===== config.mk =====
export PLATFORM = sky130hd
export DESIGN_NAME = oreq_tracker
export DESIGN_NICKNAME = d
export VERILOG_FILES = /design/src/rtl/oreq_pkg.sv /design/src/rtl/oreq_line_table.sv /design/src/rtl/oreq_watchdog.sv /design/src/rtl/oreq_sat_cnt.sv /design/src/rtl/oreq_tracker.sv
export SDC_FILE = /design/constraint.sdc
export NUM_CORES = 2
export LEC_CHECK = 0
export BUFFER_PORTS_ARGS = -buffer_cell sky130_fd_sc_hd__buf_2
export CAP_MARGIN = 20
export CORE_MARGIN = 10
export CORE_UTILIZATION = 50
export CTS_CLUSTER_SIZE = 24
export DETAILED_ROUTE_END_ITERATION = 6
export PLACE_DENSITY = 0.67
export REMOVE_ABC_BUFFERS = 1
export SLEW_MARGIN = 20
export SYNTH_ARGS = -nofsm -noshare
export SYNTH_HDL_FRONTEND = slang
export SYNTH_SLANG_ARGS = --single-unit

===== constraint.sdc =====
create_clock -name clk -period 19.4 [get_ports clk]
set_input_delay 3.88 -clock clk [delete_from_list [all_inputs] [get_ports clk]]
set_output_delay 3.88 -clock clk [all_outputs]
set_load 0.02 [all_outputs]

===== src/rtl/oreq_pkg.sv =====
package oreq_pkg;
  typedef enum logic [1:0] {
    ST_ACCEPT = 2'd0,
    ST_FULL   = 2'd1,
    ST_ALIAS  = 2'd2
  } req_status_e;

  // Class codes 2..9 are write-class; everything else targets the read table.
  function automatic logic is_write_class(input logic [3:0] cls);
    return (cls >= 4'd2) && (cls <= 4'd9);
  endfunction
endpackage


===== src/rtl/oreq_line_table.sv =====
module oreq_line_table #(
  parameter int N     = 4,
  parameter int TAG_W = 26,
  parameter int TS_W  = 32,
  parameter int LIM   = 1000
) (
  input  logic             clk,
  input  logic             rst_n,
  input  logic [TS_W-1:0]  now_i,
  input  logic [TAG_W-1:0] look_tag_i,
  output logic             look_hit_o,
  output logic             free_o,
  input  logic             alloc_i,
  input  logic [TAG_W-1:0] alloc_tag_i,
  input  logic             clr_i,
  input  logic [TAG_W-1:0] clr_tag_i,
  output logic             clr_hit_o,
  output logic [TS_W-1:0]  clr_stamp_o,
  output logic [N-1:0]     valid_o,
  output logic             stale_o,
  output logic [TAG_W-1:0] stale_tag_o
);
  logic [N-1:0]     vld_q;
  logic [TAG_W-1:0] tag_q [N];
  logic [TS_W-1:0]  ts_q  [N];
  logic [N-1:0]     clr_vec, look_vec, post_vld, free_oh;

  for (genvar g = 0; g < N; g++) begin : g_match
    assign clr_vec[g]  = clr_i && vld_q[g] && (tag_q[g] == clr_tag_i);
    assign look_vec[g] = post_vld[g] && (tag_q[g] == look_tag_i);
  end

  assign post_vld   = vld_q & ~clr_vec;
  assign look_hit_o = |look_vec;
  assign clr_hit_o  = |clr_vec;
  assign valid_o    = vld_q;
  assign free_o     = |free_oh;

  always_comb begin
    logic found;
    found   = 1'b0;
    free_oh = '0;
    for (int i = 0; i < N; i++) begin
      if (!post_vld[i] && !found) begin
        free_oh[i] = 1'b1;
        found      = 1'b1;
      end
    end
  end

  always_comb begin
    clr_stamp_o = '0;
    for (int i = 0; i < N; i++)
      if (clr_vec[i]) clr_stamp_o = clr_stamp_o | ts_q[i];
  end

  always_comb begin
    stale_o     = 1'b0;
    stale_tag_o = '0;
    for (int i = 0; i < N; i++) begin
      if (vld_q[i] && !stale_o && ((now_i - ts_q[i]) >= TS_W'(LIM))) begin
        stale_o     = 1'b1;
        stale_tag_o = tag_q[i];
      end
    end
  end

  always_ff @(posedge clk) begin
    if (!rst_n) begin
      vld_q <= '0;
      for (int i = 0; i < N; i++) begin
        tag_q[i] <= '0;
        ts_q[i]  <= '0;
      end
    end else begin
      for (int i = 0; i < N; i++) begin
        if (clr_vec[i]) vld_q[i] <= 1'b0;
        if (alloc_i && free_oh[i]) begin
          vld_q[i] <= 1'b1;
          tag_q[i] <= alloc_tag_i;
          ts_q[i]  <= now_i;
        end
      end
    end
  end
endmodule


===== src/rtl/oreq_watchdog.sv =====
module oreq_watchdog #(
  parameter int TAG_W = 26
) (
  input  logic             clk,
  input  logic             rst_n,
  input  logic             rd_stale_i,
  input  logic [TAG_W-1:0] rd_tag_i,
  input  logic             wr_stale_i,
  input  logic [TAG_W-1:0] wr_tag_i,
  output logic             alarm_o,
  output logic [TAG_W-1:0] alarm_tag_o
);
  always_ff @(posedge clk) begin
    if (!rst_n) begin
      alarm_o     <= 1'b0;
      alarm_tag_o <= '0;
    end else if (!alarm_o && (rd_stale_i || wr_stale_i)) begin
      alarm_o     <= 1'b1;
      alarm_tag_o <= rd_stale_i ? rd_tag_i : wr_tag_i;
    end
  end
endmodule


===== src/rtl/oreq_sat_cnt.sv =====
module oreq_sat_cnt #(
  parameter int W = 8
) (
  input  logic         clk,
  input  logic         rst_n,
  input  logic         inc_i,
  output logic [W-1:0] cnt_o
);
  always_ff @(posedge clk) begin
    if (!rst_n)                   cnt_o <= '0;
    else if (inc_i && !(&cnt_o))  cnt_o <= cnt_o + 1'b1;
  end
endmodule


===== src/rtl/oreq_tracker.sv =====
module oreq_tracker
  import oreq_pkg::*;
#(
  parameter int ADDR_W       = 32,
  parameter int LINE_BYTES   = 64,
  parameter int ENTRIES      = 4,
  parameter int MAX_OUT      = 6,
  parameter int TS_W         = 32,
  parameter int DEADLOCK_LIM = 1000,
  parameter int CNT_W        = 8,
  parameter int OC_W         = $clog2(2*ENTRIES+1)
) (
  input  logic              clk,
  input  logic              rst_n,
  input  logic              req_valid_i,
  input  logic [ADDR_W-1:0] req_addr_i,
  input  logic [3:0]        req_class_i,
  output logic [1:0]        req_status_o,
  input  logic              cmp_valid_i,
  input  logic              cmp_write_i,
  input  logic [ADDR_W-1:0] cmp_addr_i,
  output logic              cmp_error_o,
  output logic [TS_W-1:0]   cmp_latency_o,
  output logic [OC_W-1:0]   outstanding_o,
  output logic              deadlock_o,
  output logic [ADDR_W-1:0] deadlock_addr_o,
  output logic [CNT_W-1:0]  cnt_st_ld_o,
  output logic [CNT_W-1:0]  cnt_st_st_o,
  output logic [CNT_W-1:0]  cnt_ld_st_o,
  output logic [CNT_W-1:0]  cnt_ld_ld_o
);
  localparam int OFF_W = $clog2(LINE_BYTES);
  localparam int TAG_W = ADDR_W - OFF_W;

  logic [TS_W-1:0]  now_q;
  logic [OC_W-1:0]  count_q, count_post;
  logic [TAG_W-1:0] req_tag, cmp_tag, rd_stale_tag, wr_stale_tag, dead_tag;
  logic             rd_hit, wr_hit, rd_free, wr_free, rd_clr_hit, wr_clr_hit;
  logic             rd_stale, wr_stale, clr_ok, is_wr, full, accept;
  logic [TS_W-1:0]  rd_stamp, wr_stamp;
  logic [ENTRIES-1:0] rd_vld, wr_vld;
  req_status_e      status;
  logic [3:0]       alias_inc;

  assign req_tag = req_addr_i[ADDR_W-1:OFF_W];
  assign cmp_tag = cmp_addr_i[ADDR_W-1:OFF_W];
  assign is_wr   = is_write_class(req_class_i);

  oreq_line_table #(.N(ENTRIES), .TAG_W(TAG_W), .TS_W(TS_W), .LIM(DEADLOCK_LIM)) u_rd_tab (
    .clk, .rst_n, .now_i(now_q),
    .look_tag_i(req_tag), .look_hit_o(rd_hit), .free_o(rd_free),
    .alloc_i(accept && !is_wr), .alloc_tag_i(req_tag),
    .clr_i(cmp_valid_i && !cmp_write_i), .clr_tag_i(cmp_tag),
    .clr_hit_o(rd_clr_hit), .clr_stamp_o(rd_stamp), .valid_o(rd_vld),
    .stale_o(rd_stale), .stale_tag_o(rd_stale_tag));

  oreq_line_table #(.N(ENTRIES), .TAG_W(TAG_W), .TS_W(TS_W), .LIM(DEADLOCK_LIM)) u_wr_tab (
    .clk, .rst_n, .now_i(now_q),
    .look_tag_i(req_tag), .look_hit_o(wr_hit), .free_o(wr_free),
    .alloc_i(accept && is_wr), .alloc_tag_i(req_tag),
    .clr_i(cmp_valid_i && cmp_write_i), .clr_tag_i(cmp_tag),
    .clr_hit_o(wr_clr_hit), .clr_stamp_o(wr_stamp), .valid_o(wr_vld),
    .stale_o(wr_stale), .stale_tag_o(wr_stale_tag));

  // Completion side: applied before the request is judged.
  assign clr_ok        = rd_clr_hit || wr_clr_hit;
  assign cmp_error_o   = cmp_valid_i && !clr_ok;
  assign cmp_latency_o = now_q - (cmp_write_i ? wr_stamp : rd_stamp);
  assign count_post    = count_q - OC_W'(clr_ok);

  // Request side: capacity first, then line conflicts.
  assign full = (count_post >= OC_W'(MAX_OUT)) || (is_wr ? !wr_free : !rd_free);
  always_comb begin
    if (full)                  status = ST_FULL;
    else if (rd_hit || wr_hit) status = ST_ALIAS;
    else                       status = ST_ACCEPT;
  end
  assign req_status_o = status;
  assign accept       = req_valid_i && (status == ST_ACCEPT);

  wire   alias_refused = req_valid_i && (status == ST_ALIAS);
  assign alias_inc[0]  = alias_refused &&  is_wr && rd_hit;            // store behind load
  assign alias_inc[1]  = alias_refused &&  is_wr && !rd_hit;           // store behind store
  assign alias_inc[2]  = alias_refused && !is_wr && wr_hit;            // load behind store
  assign alias_inc[3]  = alias_refused && !is_wr && !wr_hit;           // load behind load

  logic [CNT_W-1:0] cnt_arr [4];
  for (genvar k = 0; k < 4; k++) begin : g_cnt
    oreq_sat_cnt #(.W(CNT_W)) u_cnt (.clk, .rst_n, .inc_i(alias_inc[k]), .cnt_o(cnt_arr[k]));
  end
  assign cnt_st_ld_o = cnt_arr[0];
  assign cnt_st_st_o = cnt_arr[1];
  assign cnt_ld_st_o = cnt_arr[2];
  assign cnt_ld_ld_o = cnt_arr[3];

  oreq_watchdog #(.TAG_W(TAG_W)) u_wdog (
    .clk, .rst_n,
    .rd_stale_i(rd_stale), .rd_tag_i(rd_stale_tag),
    .wr_stale_i(wr_stale), .wr_tag_i(wr_stale_tag),
    .alarm_o(deadlock_o), .alarm_tag_o(dead_tag));
  assign deadlock_addr_o = {dead_tag, {OFF_W{1'b0}}};

  always_ff @(posedge clk) begin
    if (!rst_n) begin
      now_q   <= '0;
      count_q <= '0;
    end else begin
      now_q   <= now_q + 1'b1;
      count_q <= count_post + OC_W'(accept);
    end
  end
  assign outstanding_o = count_q;
endmodule


## Word level (Yosys, flattened, before mapping)

Memories as Yosys holds them, arrays and structs flattened.
Cells that the tools add are included.

- Add/subtract/negate cells: 16
- $lt $le $gt $ge: 11
- Eq/ne operators: 17
- Mux-type cells: 98
- Bitwise logic cells: 26
- Reductions and logical operators: 122

Operators by type and width:

| cell | count |
|---|---|
| $mux 32 | 17 |
| $mux 26 | 17 |
| $eq 26x26->1 | 16 |
| $sub 32x32->32 | 9 |
| $ge 32x10->1 const B | 8 |
| $or 32x32->32 | 6 |
| $logic_and 1x1->1 | 71 |
| $mux 1 | 62 |
| $add 32x1->32 const B | 1 |
| $add 8x1->8 const B | 4 |
| $reduce_and 8->1 | 4 |
| $logic_not 1->1 | 28 |
| $reduce_or 4->1 | 6 |
| $or 1x1->1 | 16 |
| $reduce_bool 2->1 | 8 |
| $and 4x4->4 | 2 |
| $not 4->4 | 2 |
| $add 4x1->4 | 1 |
| $ge 4x2->1 const B | 1 |
| $ge 4x3->1 const B | 1 |
| $le 4x4->1 const B | 1 |
| $logic_or 1x1->1 | 4 |
| $mux 2 | 2 |
| $sub 4x1->4 | 1 |
| other kinds (2) | 2 |

- Bits in registers: 103
- Bits in writable memories: 464
- Bits of input ports: 73
- Output and inout port bits: 104
- Logic and storage cells: 310
- Memories kept: 4

Memory list:

| memory | depth | bits a word | rd ports | clocked after Yosys merged registers in | write ports | line | source |
|---|---|---|---|---|---|---|---|
| u_rd_tab.ts_q | 4 | 32 | 4 | 0 | 4 | oreq_line_table.sv:25 | `logic [TS_W-1:0] ts_q [N];` |
| u_wr_tab.ts_q | 4 | 32 | 4 | 0 | 4 | oreq_line_table.sv:25 |  |
| u_rd_tab.tag_q | 4 | 26 | 4 | 0 | 4 | oreq_line_table.sv:24 | `logic [TAG_W-1:0] tag_q [N];` |
| u_wr_tab.tag_q | 4 | 26 | 4 | 0 | 4 | oreq_line_table.sv:24 |  |

## Depth between registers and ports, before layout

- Depth in word-level cells: 28
- Gate-level depth with buffers: 25
- Depth with buffers taken out: 23

## Cells and area by module

From an unflattened synthesis, not the netlist that was laid out.

- Cell total of the unflattened synthesis: 5506
- Area total of the unflattened synthesis: 49020.8 µm²

By module, submodules not included:

| module | times used | cells an instance | area each (µm²) | seq. area each (µm²) |
|---|---|---|---|---|
| oreq_line_table at u_wr_tab | 1 | 2326 | 20987.6 | 7046.8 |
| oreq_line_table at u_rd_tab | 1 | 2382 | 20981.4 | 7046.8 |
| oreq_tracker | 1 | 503 | 3932.5 | 720.7 |
| oreq_sat_cnt | 4 | 43 | 412.9 | 160.2 |
| oreq_watchdog | 1 | 123 | 1467.7 | 540.5 |

## Worst setup path after synthesis

Ideal clock, no wire load.

- Path kind: in2out
- Start: in cmp_addr_i[26]
- End: out cmp_latency_o[31]
- Arrival: 9.066 ns
- Data required time: 15.520 ns
- Setup slack: 6.454 ns
- Cell stages on the path: 23
- Path buffers: 2
- Path through: clkbuf_1 -> xnor2_1 -> nand3_1 -> or4_1 -> nor3_1 -> clkbuf_1 -> a22oi_1 -> nand2_1 -> o21ai_0 -> ha_1 -> o21ai_0 -> a21oi_1 -> o221ai_1 -> a21o_1 -> a21oi_1 -> o41ai_1 -> a2111oi_0 -> o311a_1 -> nand2_1 -> a311oi_1 -> a211o_1 -> a31oi_1 -> xnor2_1

- Longest elaborated chain between the ends: 11
- Elaborated cells between the ends (all ways): 32
- Those cells by class: add/sub: 1; eq/ne: 8; mux: 9; bitwise: 6; reduce/logical: 8

Ends and longest elaborated chain:

| element | line | source |
|---|---|---|
| start: declaration | oreq_tracker.sv:21 | `input logic [ADDR_W-1:0] cmp_addr_i,` |
| $eq 26x26->1 | oreq_line_table.sv:29 | `assign clr_vec[g] = clr_i && vld_q[g] && (tag_q[g] == clr_tag_i);` |
| $logic_and 1x1->1 | oreq_line_table.sv:29 |  |
| $mux 32 | oreq_line_table.sv:54 | `if (clr_vec[i]) clr_stamp_o = clr_stamp_o \| ts_q[i];` |
| $or 32x32->32 | oreq_line_table.sv:54 |  |
| $mux 32 | oreq_line_table.sv:54 |  |
| $or 32x32->32 | oreq_line_table.sv:54 |  |
| $mux 32 | oreq_line_table.sv:54 |  |
| $or 32x32->32 | oreq_line_table.sv:54 |  |
| $mux 32 | oreq_line_table.sv:54 |  |
| $mux 32 (*) | oreq_tracker.sv:68 | `assign cmp_latency_o = now_q - (cmp_write_i ? wr_stamp : rd_stamp);` |
| $sub 32x32->32 (*) | oreq_tracker.sv:68 |  |
| end: declaration | oreq_tracker.sv:23 | `output logic [TS_W-1:0] cmp_latency_o,` |

Every way passes the cells marked *; elsewhere a longest branch is shown, timed or not.

## Final worst setup path

- Start: in cmp_write_i
- End: out cmp_latency_o[29]

- Longest elaborated chain between the ends: 13
- Elaborated cells between the ends (all ways): 35
- Those cells by class: add/sub: 1; mux: 9; bitwise: 6; reduce/logical: 19

Ends and longest elaborated chain:

| element | line | source |
|---|---|---|
| start: declaration | oreq_tracker.sv:20 | `input logic cmp_write_i,` |
| $logic_not 1->1 | oreq_tracker.sv:53 | `.clr_i(cmp_valid_i && !cmp_write_i), .clr_tag_i(cmp_tag),` |
| $logic_and 1x1->1 | oreq_tracker.sv:53 |  |
| $logic_and 1x1->1 (2 in a row) | oreq_line_table.sv:29 |  |
| $mux 32 | oreq_line_table.sv:54 |  |
| $or 32x32->32 | oreq_line_table.sv:54 |  |
| $mux 32 | oreq_line_table.sv:54 |  |
| $or 32x32->32 | oreq_line_table.sv:54 |  |
| $mux 32 | oreq_line_table.sv:54 |  |
| $or 32x32->32 | oreq_line_table.sv:54 |  |
| $mux 32 | oreq_line_table.sv:54 |  |
| $mux 32 (*) | oreq_tracker.sv:68 |  |
| $sub 32x32->32 (*) | oreq_tracker.sv:68 |  |

Marks and branches as above.

==> summary.txt <==
Floorplan
  – Cell row count: 112
  – # IOs: 177
  – Die height: about 330 µm
  – Initial cell density of the core: 0.506
  – Die area: between 0.1 and 0.15 mm²
  – Die Span X: 328 µm
  – Core area: 0.0936 mm²

Placement
  – Buffers on Ports: between 150 and 200
  – Pre-CTS WS: 4.70 ns
  – Post-DP Area: 0.0491 mm²
  – DP HPWL: 124000 µm
  – Routability Congestion: around 1.0

Power and ir drop
  – Total Power: between 0.003 and 0.004 W
  – Gate power share: 0.164
  – Clock share of power: 0.393
  – Worst vdd ir: approximately 0.000074 V
  – Int Power: 0.00228 W
  – Leakage: between 20 and 25 nW
  – Power Density: 63.1 mW/mm²
  – Sw Share: 0.295
  – Register share of total power: 0.443
  – NetSw: approximately 0.00096 W

Yosys
  – Simple-gate area share of the yosys netlist: 0.213
  – Yosys warns: 0
  – Synth Area in Compound Gates: 0.192
  – Post-Syn Area: around 0.047 mm²
  – Largest family of logic cells by synthesized area: simple AND/OR/NAND/NOR gates
  – EDFF count, synth: 464
  – Post-Synth XOR/XNOR Area: 0.109
  – Post-synthesis mux area share: 0.00951
  – Avg Inst Size Synth: ~8.7 µm²
  – Asr flop ratio synth: 0
  – Yosys reg bits: 567
  – Register area share after synthesis: 0.338
  – Cells after Synth: 5459
  – Post-synthesis adder-cell area fraction: 0.0799
  – Main synth FF type: edfxtp_1
  – Netlist cell types: 96

STA
  – Period utilization: 0.773
  – Slew Limit Fails: 0
  – Setup TNS: 0 ns
  – Final worst setup slack: ~4.4 ns
  – Slew Limit Headroom: 0.166
  – Unrepaired setup endpoints after global routing: no
  – Minimum clock period: around 15 ns
  – Final Skew: between 0.04 and 0.05 ns
  – Fmax achieved: around 0.067 GHz
  – Setup violators final: 0
  – Least-Margin Pin Slew: about 1.2 ns
  – Final hold violations: 0

Final layout
  – # nets final: 5819
  – Area of the multi-input gates: 0.0287 mm²
  – Fill count: approximately 8700
  – Most common cell after layout, fill and taps aside: and2_1
  – Fraction of layout cells with a size suffix above 1: 0.0769
  – Final Core Density: 0.549
  – Final Cell Area: 0.0514 mm²
  – Reg area: around 0.016 mm²
  – P&R area growth vs syn: 8.46%
  – Commonest cells after routing, fill and taps aside: and2_1, edfxtp_1, inv_1, nand2_1, xor2_1

GRT
  – Grt ovf: 0
  – Vias in the first global route: roughly 40000
  – Largest net degree at the start of global routing: 59
  – Initial antenna violation count: 2
  – Overall routing resource usage: 0.301
  – Global-route wire length before repair: 250000 µm

Critical path
  – Critical Path RT: 15.52 ns
  – R2R Setup Slk: about 13 ns
  – Critical Path Sink Type: output port
  – CP Max Fanout: 35
  – WS Path Type: in2out
  – CP arrival: roughly 11 ns
  – CP Launch Type: primary input

Route
  – Iter 0 DRT Violations: slightly below 5000
  – Vias post-DR: around 43000
  – WL/cell: between 20 and 30 µm
  – Vias per cell: ~6.3
  – Post-Route WL: approximately 170000 µm
  – First-pass DRT Iterations: 7
  – Final ANT Viol Nets: 0
  – DRC viols: 16

Clock network
  – Cts repair resizes: 0
  – TritonCTS buffer count: 67
  – Clk buf depth: 3
  – H-tree lvl count: 3
  – TritonCTS clock tree: yes
  – Worst skew pair latency: ~0.64 ns
  – Hold buffers post-CTS: 0
  – # clock sinks: between 500 and 600
  – Clock tree root buffer cell: clkbuf_16
  – Setup Fix Bufs, Post-CTS: 0
  – Clock-pin slew on the worst setup and hold paths: roughly 0.06 ns

Job
  – Max-Cap Viols: 0

Worst hold path
  – Hold Path Class: reg2reg

Outcome
  – Outcome: finished, violations left
  – Failing checks: DRC
cells in the mapped netlist (17+ instances only):
master	n	area (µm²)
and2_1	480	3000
edfxtp_1	464	13900
inv_1	401	1510
nand2_1	369	1390
xor2_1	350	3070
nor2_1	314	1180
ha_1	288	3600
clkbuf_1	260	976
a21oi_1	251	1260
xnor2_1	238	2080
o21ai_0	232	1160
nand3_1	157	786
a22oi_1	130	976
a21o_1	104	781
dfxtp_1	103	2060
nand4_1	103	644
nor3_1	103	515
nor4_1	98	613
o21a_1	64	480
a31oi_1	59	369
a211oi_1	52	390
and3_1	49	307
o211ai_1	45	338
o22ai_1	44	275
a221oi_1	43	377
nand2b_1	41	257
nor2b_1	40	250
o21ai_1	37	185
mux2i_1	36	360
o311ai_0	34	298
or3_1	31	194
o2111ai_1	25	219
buf_2	24	120
nor3b_1	21	158
o21bai_1	21	158
and4_1	20	175
a211o_1	18	158
o31ai_1	18	135
or2_2	18	113
a21boi_0	17	128
sequential cells by signal, summed over array words and instances (netlist names), 26 cells and up:
register / count
g_cnt.u_cnt.cnt_o: 32
now_q: 32
u_rd_tab.tag_q: 104
u_rd_tab.ts_q: 128
u_wdog.alarm_tag_o: 26
u_wr_tab.tag_q: 104
u_wr_tab.ts_q: 128
cell families after synthesis:
kind of cell / Yosys count
adders and majority gates: 297
AOI/OAI and AO/OA: 1341
xor gates and xnor gates: 588
and+or+nand+nor: 1900
buffers and inverters: 721
DFF: 567
other: 1
muxes: 44
layout make-up:
type | instances | area share
clock buffer | 100 | 0.0378
timing repair buffer | 233 | 0.0274
tap | 1254 | 0.0306
sequential | 567 | 0.311
clock inverter | 22 | 0.00439
multi-input combinational | 4176 | 0.559
antenna | 1 | 0.0000487
inverter | 404 | 0.0296
power groups by stage:
stage | sequential, W | clock, W | combinational, W
after floorplan | 0.00145 | 0 | 0.000321
after global placement | 0.00146 | 0 | 0.000512
after detailed placement | 0.00146 | 0 | 0.000518
after CTS | 0.00143 | 0.00128 | 0.000521
after global routing | 0.00144 | 0.00132 | 0.000574
final | 0.00143 | 0.00127 | 0.000532
routing by layer:
layer  routed length, µm  vias up  share of wire  track usage
met4               10600        0          0.062        0.167
met2               73800     2122           0.44        0.466
met3               14900      478          0.088       0.0556
met1               70000    20400           0.41        0.393
li1                    -    19700              -            -
met5                   0        -              0            0
metrics by stage:
stage               instances  hold slack [ns]
finish                   6757            0.472
global route             6757            0.508
CTS                      6753            0.472
detailed placement       6631            0.464
global placement         6631            0.462
floorplan                5147            0.456
final timing paths:
path | startpoint | endpoint | depth (start not counted)
max reg2reg | now_q[29] | u_wdog.alarm_tag_o[15] | 16
min reg2reg | u_wdog.alarm_o | u_wdog.alarm_o | 2
max | cmp_write_i | cmp_latency_o[29] | 26
min | u_wdog.alarm_o | u_wdog.alarm_o | 2
critical path: stages:
cell and delay [ns]:
buf_2 0.10, buf_4 0.25, nor2b_1 0.59, nand3_1 0.14, or4_1 0.51, nor3_2 0.21
buf_4 0.43, a22oi_1 0.16, nand2_1 0.12, o21ai_0 0.12, ha_1 0.30, nor2b_1 0.12
o21ai_0 0.09, a21oi_1 0.29, o221ai_1 0.21, a21o_1 0.24, a21oi_1 0.28, o41ai_1 0.18
a2111oi_0 0.74, o311a_1 0.39, nand2_1 0.11, a311oi_1 0.55, a21o_1 0.20, a21oi_1 0.07
xnor2_1 0.46, buf_2 0.28
Note: power is estimated with default switching activity, not from simulation.
